**src/rtl/rbg_pkg.sv**
```systemverilog
package rbg_pkg;

  localparam int RBG_ADDR_W = 12;
  localparam int RBG_DATA_W = 32;

  localparam logic [RBG_ADDR_W-1:0] OFS_GO      = 12'h000;
  localparam logic [RBG_ADDR_W-1:0] OFS_HALT    = 12'h004;
  localparam logic [RBG_ADDR_W-1:0] OFS_READY   = 12'h100;
  localparam logic [RBG_ADDR_W-1:0] OFS_LINK    = 12'h200;
  localparam logic [RBG_ADDR_W-1:0] OFS_IEN     = 12'h300;
  localparam logic [RBG_ADDR_W-1:0] OFS_IEN_SET = 12'h304;
  localparam logic [RBG_ADDR_W-1:0] OFS_IEN_CLR = 12'h308;
  localparam logic [RBG_ADDR_W-1:0] OFS_SLOW    = 12'h504;
  localparam logic [RBG_ADDR_W-1:0] OFS_DATA    = 12'h508;

  typedef enum logic [3:0] {
    SEL_NONE,
    SEL_GO,
    SEL_HALT,
    SEL_READY,
    SEL_LINK,
    SEL_IEN,
    SEL_IEN_SET,
    SEL_IEN_CLR,
    SEL_SLOW,
    SEL_DATA
  } rbg_sel_e;

  function automatic rbg_sel_e rbg_decode(input logic [RBG_ADDR_W-1:0] a);
    rbg_sel_e s;
    case (a)
      OFS_GO:      s = SEL_GO;
      OFS_HALT:    s = SEL_HALT;
      OFS_READY:   s = SEL_READY;
      OFS_LINK:    s = SEL_LINK;
      OFS_IEN:     s = SEL_IEN;
      OFS_IEN_SET: s = SEL_IEN_SET;
      OFS_IEN_CLR: s = SEL_IEN_CLR;
      OFS_SLOW:    s = SEL_SLOW;
      OFS_DATA:    s = SEL_DATA;
      default:     s = SEL_NONE;
    endcase
    return s;
  endfunction

endpackage

```
**src/rtl/rbg_lfsr.sv**
```systemverilog
module rbg_lfsr #(
  parameter int                W     = 16,
  parameter int                OUT_W = 8,
  parameter logic [W-1:0]      TAPS  = 16'hB400,
  parameter logic [W-1:0]      SEED  = 16'hACE1
) (
  input  logic             clk,
  input  logic             rst,
  output logic [OUT_W-1:0] rnd
);

  logic [W-1:0] state_q;

  always_ff @(posedge clk) begin
    if (rst) begin
      state_q <= SEED;
    end else begin
      state_q <= (state_q >> 1) ^ (state_q[0] ? TAPS : '0);
    end
  end

  assign rnd = state_q[OUT_W-1:0];

  // a maximal Galois register seeded nonzero never reaches zero
  p_lfsr_live_r11: assert property (@(posedge clk) disable iff (rst)
    state_q != '0);

endmodule

```
**src/rtl/rbg_interval.sv**
```systemverilog
module rbg_interval #(
  parameter int CLK_PER_US = 125,
  parameter int SHORT_US   = 167,
  parameter int LONG_US    = 660
) (
  input  logic clk,
  input  logic rst,
  input  logic arm,
  input  logic halt,
  input  logic stop_on_ready,
  input  logic long_sel,
  output logic expire,
  output logic running
);

  localparam int MAX_US = (LONG_US > SHORT_US) ? LONG_US : SHORT_US;
  localparam int REM_W  = $clog2(MAX_US + 1);

  logic             run_q;
  logic [REM_W-1:0] rem_q;
  logic [REM_W-1:0] reload;
  logic             tick;

  assign reload = long_sel ? REM_W'(LONG_US) : REM_W'(SHORT_US);

  generate
    if (CLK_PER_US == 1) begin : g_nodiv
      assign tick = 1'b1;
    end else begin : g_div
      localparam int DIV_W = $clog2(CLK_PER_US);
      logic [DIV_W-1:0] div_q;
      assign tick = (div_q == DIV_W'(CLK_PER_US - 1));
      always_ff @(posedge clk) begin
        if (rst || halt || arm) begin
          div_q <= '0;
        end else if (run_q) begin
          div_q <= tick ? '0 : div_q + DIV_W'(1);
        end
      end
    end
  endgenerate

  assign expire  = run_q & tick & (rem_q == REM_W'(1)) & ~halt;
  assign running = run_q;

  always_ff @(posedge clk) begin
    if (rst) begin
      run_q <= 1'b0;
      rem_q <= '0;
    end else begin
      if (halt)
        run_q <= 1'b0;
      else if (arm)
        run_q <= 1'b1;
      else if (expire && stop_on_ready)
        run_q <= 1'b0;

      if (halt)
        rem_q <= '0;
      else if (arm)
        rem_q <= reload;
      else if (run_q && tick)
        rem_q <= (rem_q == REM_W'(1)) ? reload : rem_q - REM_W'(1);
    end
  end

  // a stop request always leaves the generator idle
  p_halt_idles_r2: assert property (@(posedge clk) disable iff (rst)
    halt |=> !run_q);

  // a start without a stop leaves it running
  p_arm_runs_r1: assert property (@(posedge clk) disable iff (rst)
    (arm && !halt) |=> run_q);

  // a live countdown stays within the configured range
  p_rem_range_r7: assert property (@(posedge clk) disable iff (rst)
    run_q |-> (rem_q != '0) && (rem_q <= REM_W'(MAX_US)));

endmodule

```
**src/rtl/rbg_regs.sv**
```systemverilog
module rbg_regs
  import rbg_pkg::*;
#(
  parameter int BYTE_W = 8
) (
  input  logic                  clk,
  input  logic                  rst,
  input  logic [RBG_ADDR_W-1:0] addr,
  input  logic                  wr_en,
  input  logic [RBG_DATA_W-1:0] wr_data,
  input  logic                  hw_start,
  input  logic                  hw_stop,
  input  logic                  expire,
  input  logic [BYTE_W-1:0]     rnd,
  output logic                  start_req,
  output logic                  stop_req,
  output logic                  link,
  output logic                  slow,
  output logic [RBG_DATA_W-1:0] rd_data,
  output logic                  evt_ready,
  output logic                  irq
);

  rbg_sel_e              sel;
  logic                  is_one;
  logic                  flag_q, flag_n;
  logic                  ien_q, ien_n;
  logic                  link_q, slow_q;
  logic [BYTE_W-1:0]     value_q;
  logic                  evt_q, irq_q;
  logic [RBG_DATA_W-1:0] rd_q, rd_n;

  assign sel    = rbg_decode(addr);
  assign is_one = (wr_data == RBG_DATA_W'(1));

  assign start_req = hw_start | (wr_en & (sel == SEL_GO) & is_one);
  assign stop_req  = hw_stop  | (wr_en & (sel == SEL_HALT) & is_one);

  always_comb begin
    flag_n = flag_q;
    if (expire)
      flag_n = 1'b1;
    else if (wr_en && sel == SEL_READY && wr_data == '0)
      flag_n = 1'b0;

    ien_n = ien_q;
    if (wr_en) begin
      case (sel)
        SEL_IEN:     ien_n = wr_data[0];
        SEL_IEN_SET: if (wr_data[0]) ien_n = 1'b1;
        SEL_IEN_CLR: if (wr_data[0]) ien_n = 1'b0;
        default:     ien_n = ien_q;
      endcase
    end
  end

  always_comb begin
    case (sel)
      SEL_READY:   rd_n = RBG_DATA_W'(flag_q);
      SEL_LINK:    rd_n = RBG_DATA_W'(link_q);
      SEL_IEN,
      SEL_IEN_SET,
      SEL_IEN_CLR: rd_n = RBG_DATA_W'(ien_q);
      SEL_SLOW:    rd_n = RBG_DATA_W'(slow_q);
      SEL_DATA:    rd_n = RBG_DATA_W'(value_q);
      default:     rd_n = '0;
    endcase
  end

  always_ff @(posedge clk) begin
    if (rst) begin
      flag_q  <= 1'b0;
      ien_q   <= 1'b0;
      link_q  <= 1'b0;
      slow_q  <= 1'b0;
      value_q <= '0;
      evt_q   <= 1'b0;
      irq_q   <= 1'b0;
      rd_q    <= '0;
    end else begin
      flag_q <= flag_n;
      ien_q  <= ien_n;
      if (wr_en && sel == SEL_LINK) link_q <= wr_data[0];
      if (wr_en && sel == SEL_SLOW) slow_q <= wr_data[0];
      if (expire) value_q <= rnd;
      evt_q  <= expire;
      irq_q  <= ien_n & flag_n;
      rd_q   <= rd_n;
    end
  end

  assign link      = link_q;
  assign slow      = slow_q;
  assign rd_data   = rd_q;
  assign evt_ready = evt_q;
  assign irq       = irq_q;

  // every event pulse comes with the ready flag raised
  p_evt_flag_r3: assert property (@(posedge clk) disable iff (rst)
    evt_q |-> flag_q);

  // the value register only moves on an expiry
  p_value_hold_r3: assert property (@(posedge clk) disable iff (rst)
    !expire |=> $stable(value_q));

  // the interrupt never rises without both enable and flag
  p_irq_mask_r5: assert property (@(posedge clk) disable iff (rst)
    irq_q |-> (ien_q && flag_q));

  // an unmapped offset reads back as zero
  p_unmapped_zero_r10: assert property (@(posedge clk) disable iff (rst)
    (sel == SEL_NONE) |=> (rd_q == '0));

endmodule

```
**src/rtl/rand_byte_gen.sv**
```systemverilog
module rand_byte_gen
  import rbg_pkg::*;
#(
  parameter int                  CLK_PER_US = 125,
  parameter int                  SHORT_US   = 167,
  parameter int                  LONG_US    = 660,
  parameter int                  LFSR_W     = 16,
  parameter logic [LFSR_W-1:0]   LFSR_TAPS  = 16'hB400,
  parameter logic [LFSR_W-1:0]   LFSR_SEED  = 16'hACE1
) (
  input  logic        clk,
  input  logic        rst,
  input  logic [11:0] addr,
  input  logic        wr_en,
  input  logic [31:0] wr_data,
  output logic [31:0] rd_data,
  input  logic        hw_start,
  input  logic        hw_stop,
  output logic        evt_ready,
  output logic        irq
);

  localparam int BYTE_W = 8;

  logic [BYTE_W-1:0] rnd;
  logic              start_req, stop_req, link, slow;
  logic              expire, running;

  rbg_lfsr #(
    .W(LFSR_W), .OUT_W(BYTE_W), .TAPS(LFSR_TAPS), .SEED(LFSR_SEED)
  ) u_lfsr (
    .clk(clk), .rst(rst), .rnd(rnd)
  );

  rbg_interval #(
    .CLK_PER_US(CLK_PER_US), .SHORT_US(SHORT_US), .LONG_US(LONG_US)
  ) u_interval (
    .clk(clk), .rst(rst), .arm(start_req), .halt(stop_req),
    .stop_on_ready(link), .long_sel(slow),
    .expire(expire), .running(running)
  );

  rbg_regs #(.BYTE_W(BYTE_W)) u_regs (
    .clk(clk), .rst(rst), .addr(addr), .wr_en(wr_en), .wr_data(wr_data),
    .hw_start(hw_start), .hw_stop(hw_stop), .expire(expire), .rnd(rnd),
    .start_req(start_req), .stop_req(stop_req), .link(link), .slow(slow),
    .rd_data(rd_data), .evt_ready(evt_ready), .irq(irq)
  );

  // with link set, an expiry ends the run unless a start coincides
  p_link_stops_r4: assert property (@(posedge clk) disable iff (rst)
    (expire && link && !start_req) |=> !running);

endmodule

```
**config.mk**
```make
export PLATFORM = sky130hd
export DESIGN_NAME = rand_byte_gen
export DESIGN_NICKNAME = d
export VERILOG_FILES = /design/src/rtl/rbg_pkg.sv /design/src/rtl/rbg_lfsr.sv /design/src/rtl/rbg_interval.sv /design/src/rtl/rbg_regs.sv /design/src/rtl/rand_byte_gen.sv
export SDC_FILE = /design/constraint.sdc
export NUM_CORES = 1
export LEC_CHECK = 0
export BUFFER_PORTS_ARGS = -buffer_cell sky130_fd_sc_hd__buf_4
export CAP_MARGIN = 20
export CORE_MARGIN = 8
export CORE_UTILIZATION = 42
export CTS_BUF_LIST = sky130_fd_sc_hd__clkbuf_16
export CTS_CLUSTER_DIAMETER = 60
export DETAILED_ROUTE_END_ITERATION = 12
export PLACE_DENSITY = 0.78
export SLEW_MARGIN = 20
export SYNTH_ARGS = -nofsm -noshare
export SYNTH_HDL_FRONTEND = slang
export SYNTH_HIERARCHICAL = 1
export SYNTH_SLANG_ARGS = --single-unit
```
**constraint.sdc**
```tcl
create_clock -name clk -period 2.5 [get_ports clk]
set_input_delay 0.25 -clock clk [delete_from_list [all_inputs] [get_ports clk]]
set_output_delay 0.25 -clock clk [all_outputs]
set_load 0.02 [all_outputs]
```
Yosys cells after proc, flatten, opt, wreduce, memory -nomap -nowiden
Index checks and enable logic that the tools add are counted.
{"block": "op_classes", "add_sub_neg": 2, "eq_ne": 20, "muxes": 16, "bitwise": 12, "n_reduce_logical": 14}
{"cell": "$eq A12 B10 Y1 const B", "n": 4}
{"cell": "$mux W10", "n": 4}
{"cell": "$pmux W8 S5", "n": 1}
{"cell": "$pmux W4 S9", "n": 1}
{"cell": "$eq A32 B1 Y1 const B", "n": 1}
{"cell": "$logic_not A32 Y1", "n": 1}
{"cell": "$eq A12 B11 Y1 const B", "n": 2}
{"cell": "$eq A4 B3 Y1 const B", "n": 4}
{"cell": "$mux W16", "n": 1}
{"cell": "$xor A15 B16 Y16", "n": 1}
{"cell": "$eq A12 B3 Y1 const B", "n": 1}
{"cell": "$eq A12 B9 Y1 const B", "n": 1}
{"cell": "$logic_not A12 Y1", "n": 1}
{"cell": "$eq A10 B1 Y1 const B", "n": 1}
{"cell": "$sub A10 B1 Y10 const B", "n": 1}
{"cell": "$and A1 B1 Y1", "n": 8}
{"cell": "$eq A4 B2 Y1 const B", "n": 2}
{"cell": "$eq A4 B4 Y1 const B", "n": 2}
{"cell": "$add A7 B1 Y7 const B", "n": 1}
{"cell": "$eq A7 B7 Y1 const B", "n": 1}
{"cell": "$mux W1", "n": 7}
{"cell": "$mux W7", "n": 1}
{"cell": "$logic_and A1 B1 Y1", "n": 6}
{"cell": "$eq A4 B1 Y1 const B", "n": 1}
{"cell": "7 further kinds", "n": 10}
{"block": "totals", "reg_bits": 80, "in_bits": 49, "wordCells": 76}

Depth between registers and ports, before layout
Gate-level depths: netlist (run 1).
{"block": "logic_depth", "depth_word": 11, "depth_mapped": 11, "ltp_nobuf": 10}

By module
The synthesis (run 1) kept the hierarchy.
{"mod": "rbg_regs", "n_inst": 1, "cells_each": 137, "area_per_inst_um2": 1243.7, "seq_area_each_um2": 440.4}
{"mod": "rbg_interval", "n_inst": 1, "cells_each": 134, "area_per_inst_um2": 1051.0, "seq_area_each_um2": 360.3}
{"mod": "rbg_lfsr", "n_inst": 1, "cells_each": 44, "area_per_inst_um2": 523.0, "seq_area_each_um2": 320.3}

Worst setup path before layout (run 1)
Ideal clock, no wire load.
{"block": "synth_timing", "kind": "input -> register", "start": "in addr[4]", "end": "reg u_interval.g_div.div_q[0]", "arrival_ps": 2415, "required_ps": 2435, "path_slack_ps": 20, "stages": 11, "cell_sequence": "or4_4 > nor3_4 > nor3b_4 > inv_1 > nand4_1 > o31ai_1 > or2_2 > clkbuf_1 > nor2_1 > nand2_1 > nor2_1"}
{"block": "synth_between", "elab_chain_cells": 8, "elab_cells_between_ends": 20}
{"element": "from (decl)", "line_no": "rand_byte_gen.sv:13", "rtl": "input logic [11:0] addr,"}
{"element": "$eq A12 B11 Y1, or another cell as far along", "line_no": "rbg_pkg.sv:31", "rtl": "case (a)"}
{"element": "$pmux W4 S9 (*)", "line_no": "rbg_pkg.sv:31"}
{"element": "$eq A4 B2 Y1 (*)", "line_no": "rbg_regs.sv:37", "rtl": "assign stop_req = hw_stop | (wr_en & (sel == SEL_HALT) & is_one);"}
{"element": "$and A1 B1 Y1 (*) (2 in series)", "line_no": "rbg_regs.sv:37"}
{"element": "$or A1 B1 Y1 (*)", "line_no": "rbg_regs.sv:37"}
{"element": "net stop_req", "line_no": "rand_byte_gen.sv:26", "rtl": "logic start_req, stop_req, link, slow;"}
{"element": "$logic_or A1 B1 Y1 (*) (2 in series)", "line_no": "rbg_interval.sv:34", "rtl": "if (rst || halt || arm) begin"}
{"element": "to (signal assigned)", "line_no": "rbg_interval.sv:37", "rtl": "div_q <= tick ? '0 : div_q + DIV_W'(1);"}
{"element": "to (decl)", "line_no": "rbg_interval.sv:31", "rtl": "logic [DIV_W-1:0] div_q;"}
Mark *: on every way through the listed nets, which the timed path passes. The rest lies on a longest branch.
A chain may end at the register's enable or synchronous reset.

Worst setup path in the final report (run 1)
{"block": "layout_timing", "start": "in addr[4]", "end": "reg u_interval.g_div.div_q[0]"}
{"block": "layout_between", "elab_cells_between_ends": 20}
{"element": "$eq A12 B11 Y1, or another cell as far along", "line_no": "rbg_pkg.sv:31"}
{"element": "$pmux W4 S9 (*)", "line_no": "rbg_pkg.sv:31"}
{"element": "$eq A4 B1 Y1 (*)", "line_no": "rbg_regs.sv:36", "rtl": "assign start_req = hw_start | (wr_en & (sel == SEL_GO) & is_one);"}
{"element": "$and A1 B1 Y1 (*) (2 in series)", "line_no": "rbg_regs.sv:36"}
{"element": "$or A1 B1 Y1 (*)", "line_no": "rbg_regs.sv:36"}
{"element": "net start_req", "line_no": "rand_byte_gen.sv:26"}
{"element": "$logic_or A1 B1 Y1 (*)", "line_no": "rbg_interval.sv:34"}
Marks and branches as above.

==> flow_summary.rst, run 1 <==
.. list-table::
   :header-rows: 1

   * - Metric
     - Value
   * - Initial DRC count
     - approximately 140
   * - Setup_tns
     - 0 ps
   * - Final number of hold-violating endpoints
     - 0
   * - Clock-pin slew of the registers on the worst-case setup and hold paths
     - 70 ps
   * - Most common cell in the netlist
     - sky130_fd_sc_hd__dfxtp_1
   * - Area share of the largest cell type after synthesis
     - 39.79%
   * - Ports
     - 83
   * - CTS HTree Levels
     - 2
   * - Cell taking the most area after synthesis
     - sky130_fd_sc_hd__dfxtp_1
   * - Antenna-violating nets left
     - 0
   * - Timing-limited maximum frequency
     - 442.3 MHz
   * - Biggest fanout along the worst timing path
     - 7
   * - Combined area of all synthesized cells
     - ~0.0028 sq mm
   * - Setup repair after global routing missed its margin
     - false
   * - FFs w/ async S/R, synth
     - 0%
   * - Post-DR wirelength/cell
     - 13.56 microns
   * - Synth warnings
     - 6
   * - I/O Buffers
     - 58
   * - CTS tree
     - built
   * - Number of nets in the layout
     - 430
   * - Final Max Tran Viols
     - 0
   * - Path type of the worst min-delay path
     - input port to flop
   * - Critical Path Start
     - addr[4]
   * - Static leakage power
     - 1.404 nW
   * - Number of global-route vias before repair
     - around 2.4k
   * - Via density per instance
     - approximately 5.0
   * - Initial cell density of the core
     - approximately 42%
   * - Worst reg2reg path endpoint
     - u_regs/value_q[0]$_SDFFE_PP0P_
   * - Kind of start point of the critical path
     - input port
   * - Critical Path RT
     - 2670 ps
   * - Cts hold-fix bufs
     - 0
   * - Total power after layout
     - 1.833 mW
   * - Area growth from synthesis to final layout
     - 21.31%
   * - Total of flip-flops plus latches after synthesis
     - 56
   * - Number of inserted filler cells in the final layout
     - ~600
   * - Ratio of final minimum period to clock period
     - around nine tenths
   * - Buffers from clock root to sink, at most
     - 2
   * - Most area-consuming cells after synthesis
     - sky130_fd_sc_hd__dfxtp_1, sky130_fd_sc_hd__buf_4, sky130_fd_sc_hd__nor2_1
   * - Final critical-path required period
     - ~2300 ps
   * - Proportion of synthesized chip area in sequential cells
     - 39.79%
   * - Detailed-router iteration count before antenna repair
     - 4
   * - Maximum Capacitance Violations
     - 0
   * - Worst reg2reg path depth
     - 7
   * - Final std cells w/o fill
     - ~460
   * - Worst flop-to-flop path startpoint
     - u_interval/rem_q[0]$_SDFFE_PP0P_
   * - Number of remaining DRC errors
     - 0
   * - Count of flip-flops with a built-in enable after synthesis
     - 0
   * - Critical Path Sink
     - u_interval/g_div.div_q[0]$_SDFFE_PP0P_
   * - Placeable Area
     - 0.006644 sq mm
   * - Initial antenna violation count
     - 0
   * - Endpoint type of the worst setup path
     - flop
   * - Horizontal die dimension
     - 97.91 microns
   * - Result of the run
     - finished, final reports clean
   * - Clk_skew
     - 8.425 ps
   * - Proportion of layout cells with a drive suffix above 1
     - a little over a quarter
   * - Library cells used by synthesis
     - 61
   * - Worst-case setup slack after placement
     - -70.56 ps
   * - Fraction of the core area covered by cells at the end of the flow
     - 51.45%
   * - Finished layout cell area
     - around 0.0034 sq mm
   * - Congestion Overflow GR
     - 0
   * - Total wirelength of the detailed-routed design
     - roughly 6.2 mm
   * - Final-layout worst hold slack
     - 250.5 ps
   * - Area post-placement
     - 0.003268 sq mm
   * - Die outline height
     - 97.91 microns
   * - Weighted congestion reported at the end of routability-driven placement
     - 0.8983
   * - Total instance count after detailed placement
     - 450
   * - Wire length of the first global-routing pass
     - 10.76 mm
   * - Full die area
     - 0.009585 sq mm
   * - Routed via count
     - about 2.3k
   * - PwrDens
     - 536.3 mW/mm^2
   * - Worst path setup slack after routing
     - between 200 and 250 ps
   * - Maximum number of pins on one net before global-route repair
     - 35
   * - Number of clock buffers inserted by TritonCTS
     - 5
   * - List of most frequent post-synthesis cells
     - sky130_fd_sc_hd__dfxtp_1, sky130_fd_sc_hd__nor2_1, sky130_fd_sc_hd__buf_4
   * - Post-CTS setup-driven buffer insertion count
     - 0
   * - Diodes inserted
     - 0
   * - Critical Setup Path Class
     - input port to flop
   * - Std-Cell Rows
     - 30
   * - Clk root buf
     - sky130_fd_sc_hd__clkbuf_16
   * - Post-Syn Instances
     - around 320
   * - Resized Gates After CTS
     - 0
   * - Top FF cell, synth
     - sky130_fd_sc_hd__dfxtp_1
   * - Reg2reg setup slack
     - about 450 ps
   * - Clock Latency Late Sink
     - 290 ps
   * - Total number of clock tree sinks
     - 56
   * - Peak ir drop on the vdd network
     - 545.5 uV
   * - GRT Total Usage
     - 13.16%
   * - Half-perimeter wire length after placement
     - 4.923 mm
   * - Worst EP arrival
     - 2430 ps
   * - Final count of negative-setup-slack endpoints
     - 0
   * - Post-synthesis area per instance
     - 8.945 sq um
-- worst max-delay path: stages --
cell and delay, ps:
sky130_fd_sc_hd__buf_4 110, sky130_fd_sc_hd__or4_4 550, sky130_fd_sc_hd__nor2_1 200, sky130_fd_sc_hd__and3_1 220
sky130_fd_sc_hd__nand2_1 60, sky130_fd_sc_hd__o21bai_1 380, sky130_fd_sc_hd__buf_4 210, sky130_fd_sc_hd__nor2_1 40
sky130_fd_sc_hd__buf_4 140, sky130_fd_sc_hd__nand2_1 170, sky130_fd_sc_hd__nor2_1 90
-- layout make-up --
cell class	instances	area, sq um	area share (%)
clock buffers	5	125.1	3.660
clock inverters	3	25.02	0.7321
multi-input cells	225	1431	41.87
repair buffers	75	563.0	16.47
flip-flops and latches	56	1121	32.80
well taps	80	100.1	2.928
inverters	14	52.55	1.537
-- per-layer routing --
layer	vias to the layer above	global-route usage [%]	share of wire, %
li1	1172	-	-
met1	1081	14.32	41
met2	52	24.24	53
met3	6	3.698	4.6
met4	0	3.477	0.77
met5	-	0	0
-- flip-flops by register name, indices dropped and copies added, names as in the netlist --
signal	flops
u_regs/rd_data	8
u_regs/value_q	8
u_regs/flag_q	1
u_lfsr/state_q	16
u_regs/ien_q	1
u_regs/irq	1
u_interval/g_div.div_q	7
u_interval/running	1
u_regs/link	1
u_regs/slow	1
u_regs/evt_ready	1
u_interval/rem_q	10
-- placed cells by master (no fill, tap or decap), types with 2 or more instances in the layout --
| cell type | instances |
|---|---|
| sky130_fd_sc_hd__nor3_1 | 4 |
| sky130_fd_sc_hd__xnor2_1 | 6 |
| sky130_fd_sc_hd__and3_1 | 5 |
| sky130_fd_sc_hd__nor3b_1 | 2 |
| sky130_fd_sc_hd__nor4b_1 | 3 |
| sky130_fd_sc_hd__nor2b_1 | 3 |
| sky130_fd_sc_hd__mux2i_1 | 12 |
| sky130_fd_sc_hd__nand2_1 | 10 |
| sky130_fd_sc_hd__inv_1 | 13 |
| sky130_fd_sc_hd__or2_2 | 2 |
| sky130_fd_sc_hd__buf_4 | 75 |
| sky130_fd_sc_hd__o31ai_1 | 2 |
| sky130_fd_sc_hd__clkbuf_16 | 5 |
| sky130_fd_sc_hd__nand4_1 | 13 |
| sky130_fd_sc_hd__ha_1 | 4 |
| sky130_fd_sc_hd__nand3_1 | 11 |
| sky130_fd_sc_hd__nor3_2 | 2 |
| sky130_fd_sc_hd__a21oi_1 | 6 |
| sky130_fd_sc_hd__inv_6 | 2 |
| sky130_fd_sc_hd__dfxtp_1 | 56 |
| sky130_fd_sc_hd__nor2_1 | 33 |
| sky130_fd_sc_hd__conb_1 | 24 |
| sky130_fd_sc_hd__nand2b_1 | 3 |
| sky130_fd_sc_hd__nor4_1 | 8 |
| sky130_fd_sc_hd__or2_1 | 6 |
| sky130_fd_sc_hd__xor2_1 | 5 |
| sky130_fd_sc_hd__o22ai_1 | 3 |
| sky130_fd_sc_hd__and2b_1 | 6 |
| sky130_fd_sc_hd__o21ai_0 | 6 |
| sky130_fd_sc_hd__a31oi_1 | 7 |
| sky130_fd_sc_hd__nor3b_2 | 2 |
| sky130_fd_sc_hd__or3_1 | 3 |
| sky130_fd_sc_hd__and2_1 | 9 |
-- worst min-delay path by stage --
stage | start | cells past startpoint | slack (ps) | to
finish | wr_data[0] | 3 | 250 | u_regs/slow$_SDFFE_PP0P_
global route | wr_data[0] | 3 | 280 | u_regs/slow$_SDFFE_PP0P_
CTS | wr_data[0] | 3 | 240 | u_regs/slow$_SDFFE_PP0P_
detailed placement | u_lfsr/state_q[12]$_SDFF_PP0_ | 1 | 400 | u_lfsr/state_q[11]$_SDFF_PP1_
global placement | u_lfsr/state_q[8]$_SDFF_PP0_ | 1 | 390 | u_lfsr/state_q[7]$_SDFF_PP1_
floorplan | rst | 1 | 320 | u_regs/rd_data[0]$_SDFF_PP0_
-- cells by family after synthesis --
kind of cell	count (synthesis)	synth area share (%)
other cells	1	0.1331
flops	56	39.79
buf+inv	57	12.48
mux	12	4.263
xor+xnor	11	3.419
simple gates	134	28.06
fa+ha+maj	5	2.132
compound gates	39	9.725
-- report_power, final --
| part | internal [mW] | leakage, nW | switching (mW) |
|---|---|---|---|
| clock | 0.379 | 0.0708 | 0.320 |
| sequential | 0.914 | 0.457 | 0.0154 |
| combinational | 0.0981 | 0.877 | 0.107 |
(Power assumes the default switching activity.)
==> run 2: changes to the inputs <==
PLACE_DENSITY = 0.75   (was 0.78)
clock period = 2.3 ns   (was 2.5 ns; I/O delays follow)
==> run 2 against run 1 <==
Net effect:
- setup slack worse by 110 ps
- non-clock buffer count is 1 lower
- final cell count is 0.22% lower
- utilization stayed put
- register-to-register slack worse by 190 ps
- die area stayed put
- sequential share of layout area stayed put
- clock power is 5.2% higher
- combinational power is 9.8% higher
- wire length is 1.1% higher
- critical path type unchanged
- largest power group unchanged
==> flow_summary.rst, run 2 (synthesis gave the netlist of run 1 again) <==
.. list-table::
   :header-rows: 1

   * - Metric
     - Value
   * - Result of the run
     - finished, final reports clean (unchanged)
   * - Biggest fanout along the worst timing path
     - 6 (was 7)
   * - Final Max Tran Viols
     - 0 (unchanged)
   * - Final critical-path required period
     - 2170 ps
   * - Endpoint type of the worst setup path
     - flop (unchanged)
   * - Worst EP arrival
     - 2350 ps (was 2430 ps)
   * - Final number of hold-violating endpoints
     - 0 (unchanged)
   * - PwrDens
     - 576.0 mW/mm^2 (was 536.3 mW/mm^2)
   * - Antenna-violating nets left
     - 0 (unchanged)
   * - Biggest regs
     - u_lfsr/state_q (16), u_interval/rem_q (10) (unchanged)
   * - Post-CTS setup-driven buffer insertion count
     - 0 (unchanged)
   * - Clock-pin slew of the registers on the worst-case setup and hold paths
     - 70 ps (about the same)
   * - CTS HTree Levels
     - 2 (unchanged)
   * - Half-perimeter wire length after placement
     - 4.861 mm (was 4.923 mm)
   * - Weighted congestion reported at the end of routability-driven placement
     - 0.9148 (was 0.8983)
   * - Cts hold-fix bufs
     - 0 (unchanged)
   * - Setup repair after global routing missed its margin
     - false (unchanged)
   * - Via density per instance
     - 5.098 (was 5.046)
   * - Horizontal die dimension
     - 97.91 microns (unchanged)
   * - Wire length of the first global-routing pass
     - 10.61 mm (was 10.76 mm)
   * - Buffers from clock root to sink, at most
     - 2 (unchanged)
   * - Kind of start point of the critical path
     - input port (unchanged)
   * - Initial antenna violation count
     - 0 (unchanged)
   * - Commonest non-fill, non-tap cells in the layout
     - sky130_fd_sc_hd__buf_4, sky130_fd_sc_hd__dfxtp_1, sky130_fd_sc_hd__nor2_1 (unchanged)
   * - Total number of clock tree sinks
     - 56 (unchanged)
   * - Maximum number of pins on one net before global-route repair
     - 35 (unchanged)
   * - Cell chain of the critical path
     - buf_4 > or4_4 > nor3_4 > nor3b_4 > inv_1 > nand4_1 > o21bai_1 > buf_4 > or4b_1 > o311a_1 (was buf_4 > or4_4 > nor2_1 > and3_1 > nand2_1 > o21bai_1 > buf_4 > nor2_1 > buf_4 > nand2_1 > nor2_1)
   * - Congestion Overflow GR
     - 0 (unchanged)
   * - I/O Buffers
     - 58 (unchanged)
   * - Initial cell density of the core
     - 42.41% (unchanged)
   * - Area growth from synthesis to final layout
     - 21.31% (unchanged)
   * - Total wirelength of the detailed-routed design
     - 6.279 mm (was 6.210 mm)
   * - Static leakage power
     - 1.401 nW (was 1.404 nW)
   * - Family with the most delay on the worst path
     - simple AND/OR/NAND/NOR gates (unchanged)
   * - Most common cell after layout, fill and taps aside
     - sky130_fd_sc_hd__buf_4 (unchanged)
   * - Die outline height
     - 97.91 microns (unchanged)
   * - Proportion of layout cells with a drive suffix above 1
     - 26.53% (was 26.19%)
   * - Ratio of final minimum period to clock period
     - 94.35%
   * - Maximum Capacitance Violations
     - 0 (unchanged)
   * - Number of flip-flops in the largest register
     - 16 (unchanged)
   * - Number of global-route vias before repair
     - 2391 (was 2386)
   * - Crit-path most repeated cell
     - sky130_fd_sc_hd__buf_4
   * - Final count of negative-setup-slack endpoints
     - 0 (unchanged)
   * - Clk_skew
     - 4.323 ps (was 8.425 ps)
   * - Full die area
     - 0.009585 sq mm (unchanged)
   * - Clock Latency Late Sink
     - 290 ps (about the same)
   * - Routed via count
     - 2330 (was 2311)
   * - Post-DR wirelength/cell
     - 13.74 microns (was 13.56 microns)
   * - Initial DRC count
     - 138 (was 141)
   * - Detailed-router iteration count before antenna repair
     - 5 (was 4)
   * - Std-Cell Rows
     - 30 (unchanged)
   * - Critical Path RT
     - 2480 ps (was 2670 ps)
   * - CTS tree
     - built (unchanged)
   * - Placeable Area
     - 0.006644 sq mm (unchanged)
   * - Number of remaining DRC errors
     - 0 (unchanged)
   * - Diodes inserted
     - 0 (unchanged)
   * - Standard cell with the maximum stage delay on the critical path
     - sky130_fd_sc_hd__or4_4 (unchanged)
   * - Ports
     - 83 (unchanged)
   * - GRT Total Usage
     - 12.95% (was 13.16%)
   * - Timing-limited maximum frequency
     - 460.8 MHz
   * - Peak ir drop on the vdd network
     - 611.1 uV (was 545.5 uV)
   * - Number of clock buffers inserted by TritonCTS
     - 5 (unchanged)
   * - Clk root buf
     - sky130_fd_sc_hd__clkbuf_16 (unchanged)
   * - Longest individual stage delay on the worst path
     - 550 ps (about the same)
   * - Setup_tns
     - 0 ps (unchanged)
   * - Path type of the worst min-delay path
     - input port to flop (unchanged)
   * - Worst Path Buf+Inv
     - 3 (unchanged)
   * - Critical Setup Path Class
     - input port to flop (unchanged)
   * - Resized Gates After CTS
     - 0 (unchanged)
   * - Number of nets in the layout
     - 429 (was 430)
   * - Final-layout worst hold slack
     - 234.1 ps (was 250.5 ps)
   * - Most flop-heavy register
     - u_lfsr/state_q (unchanged)
run 2: cell types whose count changed in the layout (fill, tap and decap cells not counted), sizes merged:
cell	delta
inv	-1
buf	-1
clkinv	+1
run 2: through the flow:
step	power (mW)	cells	instance area, sq um	setup slack [ps]	utilization [%]
after global placement	1.248	449	3273	-133.7	49.27
after detailed placement	1.253	449	3273	-179.9	49.27
after CTS	1.985	457	3418	127.5	51.45
after floorplan	1.194	338	2932	-100.7	-
final	1.969	457	3418	130.0	51.45
after global routing	2.046	457	3418	21.70	51.45
run 2: power breakdown:
| part | leakage, nW | internal [mW] | total, mW | switching (mW) |
|---|---|---|---|---|
| clock network | 0.0712 | 0.402 | 0.734 | 0.333 |
| registers | 0.457 | 0.994 | 1.01 | 0.0149 |
| logic | 0.873 | 0.106 | 0.225 | 0.120 |
| total | 1.40 | 1.50 | 1.97 | 0.467 |
run 2: final cells by class:
cell class	count	area, sq um
Timing Repair Buffer	74	555.5
Multi-Input combinational cell	225	1444
Inverter	14	52.55
Sequential cell	56	1121
Tap cell	80	100.1
Clock inverter	3	20.02
Clock buffer	5	125.1
Fill cell	612	3226
run 2: worst min-delay path, stage by stage:
cell and delay [ps]:
sky130_fd_sc_hd__buf_4 110, sky130_fd_sc_hd__mux2i_1 70, sky130_fd_sc_hd__nor2_1 70
run 2: path summary, 6_finish.rpt:
path,from,end,slack [ps],depth (start not counted)
worst max-delay path,addr[4],u_interval/rem_q[7]$_SDFFE_PP0P_,130,10
worst min-delay path,wr_data[0],u_regs/slow$_SDFFE_PP0P_,230,3
worst max register to register,u_interval/rem_q[0]$_SDFFE_PP0P_,u_regs/value_q[1]$_SDFFE_PP0P_,260,7
worst min register to register,u_lfsr/state_q[8]$_SDFF_PP0_,u_lfsr/state_q[7]$_SDFF_PP1_,420,1
run 2: layer usage:
layer / vias to the layer above / share of wire [%] / GRT usage (%)
met3: 14 / 3.4 / 2.987
li1: 1173 / - / -
met1: 1084 / 43 / 14.63
met5: - / 0 / 0
met4: 0 / 1.9 / 4.796
met2: 59 / 52 / 23.08
